<file path="config.mk">
export PLATFORM = sky130hd
export DESIGN_NAME = bcd_serial_guard
export DESIGN_NICKNAME = d
export VERILOG_FILES = /design/src/rtl/bcd_guard_pkg.sv /design/src/rtl/bcd_guard_next.sv /design/src/rtl/bcd_guard_reg.sv /design/src/rtl/bcd_guard_flag.sv /design/src/rtl/bcd_serial_guard.sv
export SDC_FILE = /design/constraint.sdc
export NUM_CORES = 1
export LEC_CHECK = 0
export CORE_AREA = 5 5 42 44
export CTS_CLUSTER_SIZE = 30
export DETAILED_ROUTE_END_ITERATION = 8
export DIE_AREA = 0 0 47 49
export GPL_ROUTABILITY_DRIVEN = 0
export SLEW_MARGIN = 20
export SYNTH_ARGS = -nofsm -noshare
export SYNTH_HDL_FRONTEND = slang
export SYNTH_SLANG_ARGS = --single-unit
</file>
<file path="constraint.sdc">
create_clock -name clk -period 0.85 [get_ports clk]
set_input_delay 0.1275 -clock clk [delete_from_list [all_inputs] [get_ports clk]]
set_output_delay 0.1275 -clock clk [all_outputs]
set_load 0.01 [all_outputs]
</file>
<file path="src/rtl/bcd_guard_pkg.sv">
// Package: shared state type and encoding for the serial BCD checker.
// Assumes groups of four bits, LSB first; the encoding is binary and dense
// so the six states fit in three flip-flops.
package bcd_guard_pkg;

    localparam int GROUP_BITS = 4;
    localparam int STATE_W    = 3;
    localparam int NUM_STATES = 6;
    localparam int MAX_DIGIT  = 9;

    // Position in the group plus "bit 1 or bit 2 seen high" where it matters.
    typedef enum logic [STATE_W-1:0] {
        ST_START     = 3'd0,
        ST_ONE       = 3'd1,
        ST_TWO_CLR   = 3'd2,
        ST_TWO_SET   = 3'd3,
        ST_THREE_CLR = 3'd4,
        ST_THREE_SET = 3'd5
    } guard_state_t;

endpackage

</file>
<file path="src/rtl/bcd_guard_next.sv">
// Module: next-state logic of the checker.
// Walks one step per qualified bit. It remembers only whether bit 1 or
// bit 2 of the group was high, and it wraps to ST_START after the fourth
// bit. It holds the state while the qualifier is low.
// Assumes: illegal codes never arise, but recover to ST_START if seen.
module bcd_guard_next
    import bcd_guard_pkg::*;
(
    input  guard_state_t cur,
    input  logic         bit_vld,
    input  logic         bit_in,
    output guard_state_t nxt
);

    // Purpose: select the successor state for the current bit.
    always_comb begin
        nxt = cur;
        if (bit_vld) begin
            unique case (cur)
                ST_START:     nxt = ST_ONE;
                ST_ONE:       nxt = bit_in ? ST_TWO_SET : ST_TWO_CLR;
                ST_TWO_CLR:   nxt = bit_in ? ST_THREE_SET : ST_THREE_CLR;
                ST_TWO_SET:   nxt = ST_THREE_SET;
                ST_THREE_CLR: nxt = ST_START;
                ST_THREE_SET: nxt = ST_START;
                default:      nxt = ST_START;
            endcase
        end
    end

endmodule

</file>
<file path="src/rtl/bcd_guard_reg.sv">
// Module: state register of the checker.
// Holds the three-bit state. A synchronous active-low reset forces ST_START.
// Assumes: rst_n is synchronous to clk.
module bcd_guard_reg
    import bcd_guard_pkg::*;
(
    input  logic         clk,
    input  logic         rst_n,
    input  guard_state_t d,
    output guard_state_t q
);

    // Purpose: capture the next state, or restart the group on reset.
    always_ff @(posedge clk) begin
        if (!rst_n) begin
            q <= ST_START;
        end else begin
            q <= d;
        end
    end

endmodule

</file>
<file path="src/rtl/bcd_guard_flag.sv">
// Module: Mealy output decode of the checker.
// Flags an illegal code on the fourth bit. Bit 3 is high and the state
// records that bit 1 or bit 2 was high. Stays quiet when the bit is not
// qualified or the block is in reset.
// Assumes: the flag is consumed in the same cycle (no register on the path).
module bcd_guard_flag
    import bcd_guard_pkg::*;
(
    input  guard_state_t cur,
    input  logic         rst_n,
    input  logic         bit_vld,
    input  logic         bit_in,
    output logic         bad_digit
);

    // Purpose: raise the flag only on a qualified top bit of a marked group.
    always_comb begin
        bad_digit = rst_n && bit_vld && bit_in && (cur == ST_THREE_SET);
    end

endmodule

</file>
<file path="src/rtl/bcd_serial_guard.sv">
// Module: top of the serial BCD digit validity checker.
// Frames a serial stream into 4-bit groups, LSB first, and flags any group
// above 9 in the cycle that carries its fourth bit.
// Assumes: groups are back to back from reset; bit_vld qualifies each bit.
module bcd_serial_guard
    import bcd_guard_pkg::*;
(
    input  logic clk,
    input  logic rst_n,
    input  logic bit_vld,
    input  logic bit_in,
    output logic bad_digit
);

    guard_state_t cur_state;
    guard_state_t nxt_state;

    bcd_guard_next u_next (
        .cur     (cur_state),
        .bit_vld (bit_vld),
        .bit_in  (bit_in),
        .nxt     (nxt_state)
    );

    bcd_guard_reg u_reg (
        .clk   (clk),
        .rst_n (rst_n),
        .d     (nxt_state),
        .q     (cur_state)
    );

    bcd_guard_flag u_flag (
        .cur       (cur_state),
        .rst_n     (rst_n),
        .bit_vld   (bit_vld),
        .bit_in    (bit_in),
        .bad_digit (bad_digit)
    );

endmodule

</file>
==> flow_metrics.py <==
metrics = {
    "critical_path": {
        "slowest_delay_ns": 0.32,
        "cp_num_buf_inv": 1,
        "worst-path-max-fanout": 2,
        "path_depth": 3,
        "endpoint_kind": "primary output",
        "r2r_cells": 4,
        "r2r_setup_slack_ns": -0.03,
        "cp-start-kind": "register",
        "cpLargestDelayFamily": "flip-flops",
        "cp_slowest_cell": "dfxtp_2",
        "crit_type": "reg2out",
        "cp_cell_sequence": "nand4_1 > nor2_2 > buf_2",
        "cp.required_ns": 0.72,
        "arrival_ns": 0.86,
    },
    "floorplanning": {
        "io_pins": 5,
        "rows": 14,
        "die_y_um": 49,
        "fp.dieW_um": 47,
        "core-area_um2": 1400,
        "die-area_um2": 2300,
        "start_util_pct": 10.3,
    },
    "synthesis": {
        "netlist_area_um2": 144,
        "yosys.area.top_type": "dfxtp_1",
        "yosys.area.top_type_share_pct": 41.7,
        "syn_area_per_cell_um2": 8.46,
        "synthCells": 17,
        "synth.top_cells.by_area": "dfxtp_1 42%, nand2b_1 13%, and2_1 8.7%, o21a_1 5.2%, o21bai_1 5.2%",
        "ys_seq_area_share_pct": 41.7,
        "synth_cell_types": 12,
        "synthesis.nets": 21,
        "ys_ff_latch": 3,
        "synth_warnings": 0,
    },
    "routing": {
        "wl_per_cell_um": 8.81,
        "ant_nets": 0,
        "vias_per_cell": 3.52,
        "drt-total-wl_um": 423,
        "drc": 0,
        "dr.pass1.iters": 1,
        "vias": 169,
        "drt_iter0_drc": 0,
    },
    "grt": {
        "antenna_found_initial": 0,
        "track_usage_pct": 4.36,
        "grt_pass1_vias": 194,
        "grt-ovfl-total": 0,
        "grt_max_degree": 6,
        "grt_pass1_wl_um": 662,
    },
    "final_layout": {
        "stdcell_area_um2": 303,
        "nets": 37,
        "final_util_pct": 21.6,
        "diodes": 0,
        "synthToLayoutAreaGrowth_pct": 110,
        "largest_reg_flops": 3,
        "drive_gt1_share_pct": 56.3,
        "fin_cells": 48,
        "largest_register": "u_reg.q",
        "reg_top3": "u_reg.q: 3 flops",
    },
    "power_and_ir_drop": {
        "powerDensity_nw_per_um2": 1610,
        "intPower_w": 0.000380,
        "swShare_pct": 22.1,
        "pwr-share-comb_pct": 17.4,
        "power_frac_seq_pct": 32.2,
        "power.total_w": 0.000489,
        "clkPwrFrac_pct": 50.4,
        "power.switching_w": 0.000108,
        "irDropWorstVdd_mv": 0.414,
        "p_leak_nw": 0.129,
    },
    "timing": {
        "fin_hold_ws_ns": 0.367,
        "setup_viol": 3,
        "slew_headroom_pct": 86.8,
        "max_freq_mhz": 1010,
        "timing.final.ws_setup_ns": -0.141,
        "finalCriticalPeriod_ns": 0.991,
        "rsz0062_at_grt": "true",
        "final-hold-violation-count": 0,
        "tightestPinTransition_ns": 0.196,
        "drv_slew": 0,
        "fin_skew_ns": 0.00421,
        "fin_crit_sh_pct": 117,
    },
    "clock_tree": {
        "clk_pin_slew_ns": 0.04,
        "htree_levels": 1,
        "hold_buffers": 0,
        "clk_latency_ns": 0.23,
        "cts_root_buffer": "clkbuf_4",
        "clockBufferDepth": 2,
        "tritoncts": "yes",
        "clock-sinks": 3,
        "numCtsBuffers": 3,
    },
    "outcome": {
        "violations": "setup timing",
        "status": "finished, violations left",
    },
    "placed_design": {
        "post-place-cells": 43,
        "dpl-instance-area_um2": 249,
        "dpl.hpwl_um": 313,
        "port_buffers": 4,
    },
    "worst_hold_path": {
        "hold_path_class": "in2reg",
        "hold_depth": 3,
    },
    "flow_run": {
        "maxCapViolCount": 0,
    },
}
==> worst paths after layout <==
check,from,endpoint
worst min register to register,u_reg.q[2],u_reg.q[0]
worst min-delay path,rst_n,u_reg.q[2]
worst max-delay path,u_reg.q[2],bad_digit
worst max register to register,u_reg.q[1],u_reg.q[0]
==> what timing repair did <==
| item | 4_1_cts | 5_1_grt |
|---|---|---|
| setup endpoints to repair | 4 | 4 |
| buffers inserted | 1 | 0 |
| gates cloned | 0 | 0 |
| resized for setup | 12 | 3 |
| pin swaps | 4 | 3 |
==> Yosys cell counts <==
| cell type | number |
|---|---|
| a21oi_1 | 1 |
| and2_1 | 2 |
| dfxtp_1 | 3 |
| inv_1 | 1 |
| nand2b_1 | 3 |
| nand4_1 | 1 |
| nor2_1 | 1 |
| o21a_1 | 1 |
| o21ai_1 | 1 |
| o21bai_1 | 1 |
| o22ai_1 | 1 |
| o31ai_1 | 1 |
==> metrics by stage <==
stage               TNS (ns)  worst slack, ns
floorplan                  0           0.0932
global placement       -1.46           -0.631
detailed placement     -1.47           -0.626
CTS                   -0.227           -0.159
global route          -0.366           -0.209
finish                -0.191           -0.141
==> final cells by class <==
type                    count  area, µm²
multi-input cells          13        101
inverters                   1       3.75
well taps                  16       20.0
flip-flops and latches      3       63.8
clock buffers               4       26.3
fillers                   167       1100
repair buffers             11       87.6
==> power groups by stage <==
stage | Clock [W] | Sequential (W) | Combinational (W)
2_1_floorplan | 0 | 0.000156 | 0.0000232
5_1_grt | 0.000266 | 0.000158 | 0.0000934
3_5_place_dp | 0 | 0.000155 | 0.0000720
3_3_place_gp | 0 | 0.000155 | 0.0000721
4_1_cts | 0.000258 | 0.000157 | 0.0000790
6_report | 0.000246 | 0.000157 | 0.0000848
==> worst min-delay path, stage by stage <==
cell           delay, ns
dlygate4sd2_1       0.21
buf_4               0.12
and2_1              0.11
==> per-layer routing <==
layer	part of all wire (%)	vias up	wire length [µm]	global-route usage (%)
met2	49	5	208	6.79
met1	35	75	149	3.29
li1	-	89	-	-
met5	0	-	0	0
met4	0	0	0	4.15
met3	15	0	65	2.95
==> placed cells by master (no fill, tap or decap), drive strengths merged <==
master,n
buf,8
o21ai,1
inv,1
nand2b,3
o21a,1
o21bai,1
a21oi,1
o22ai,1
clkbuf,4
and2,2
dfxtp,3
dlygate4sd2,3
o31ai,1
nand4,1
nor2,1
==> cell families after synthesis <==
group                  Yosys count  share of synthesized area (%)
and+or+nand+nor                  7                           28.7
buffers and inverters            1                           2.61
AOI/OAI and AO/OA                6                           27.0
DFF                              3                           41.7
Note: power is estimated with default switching activity, not from simulation.
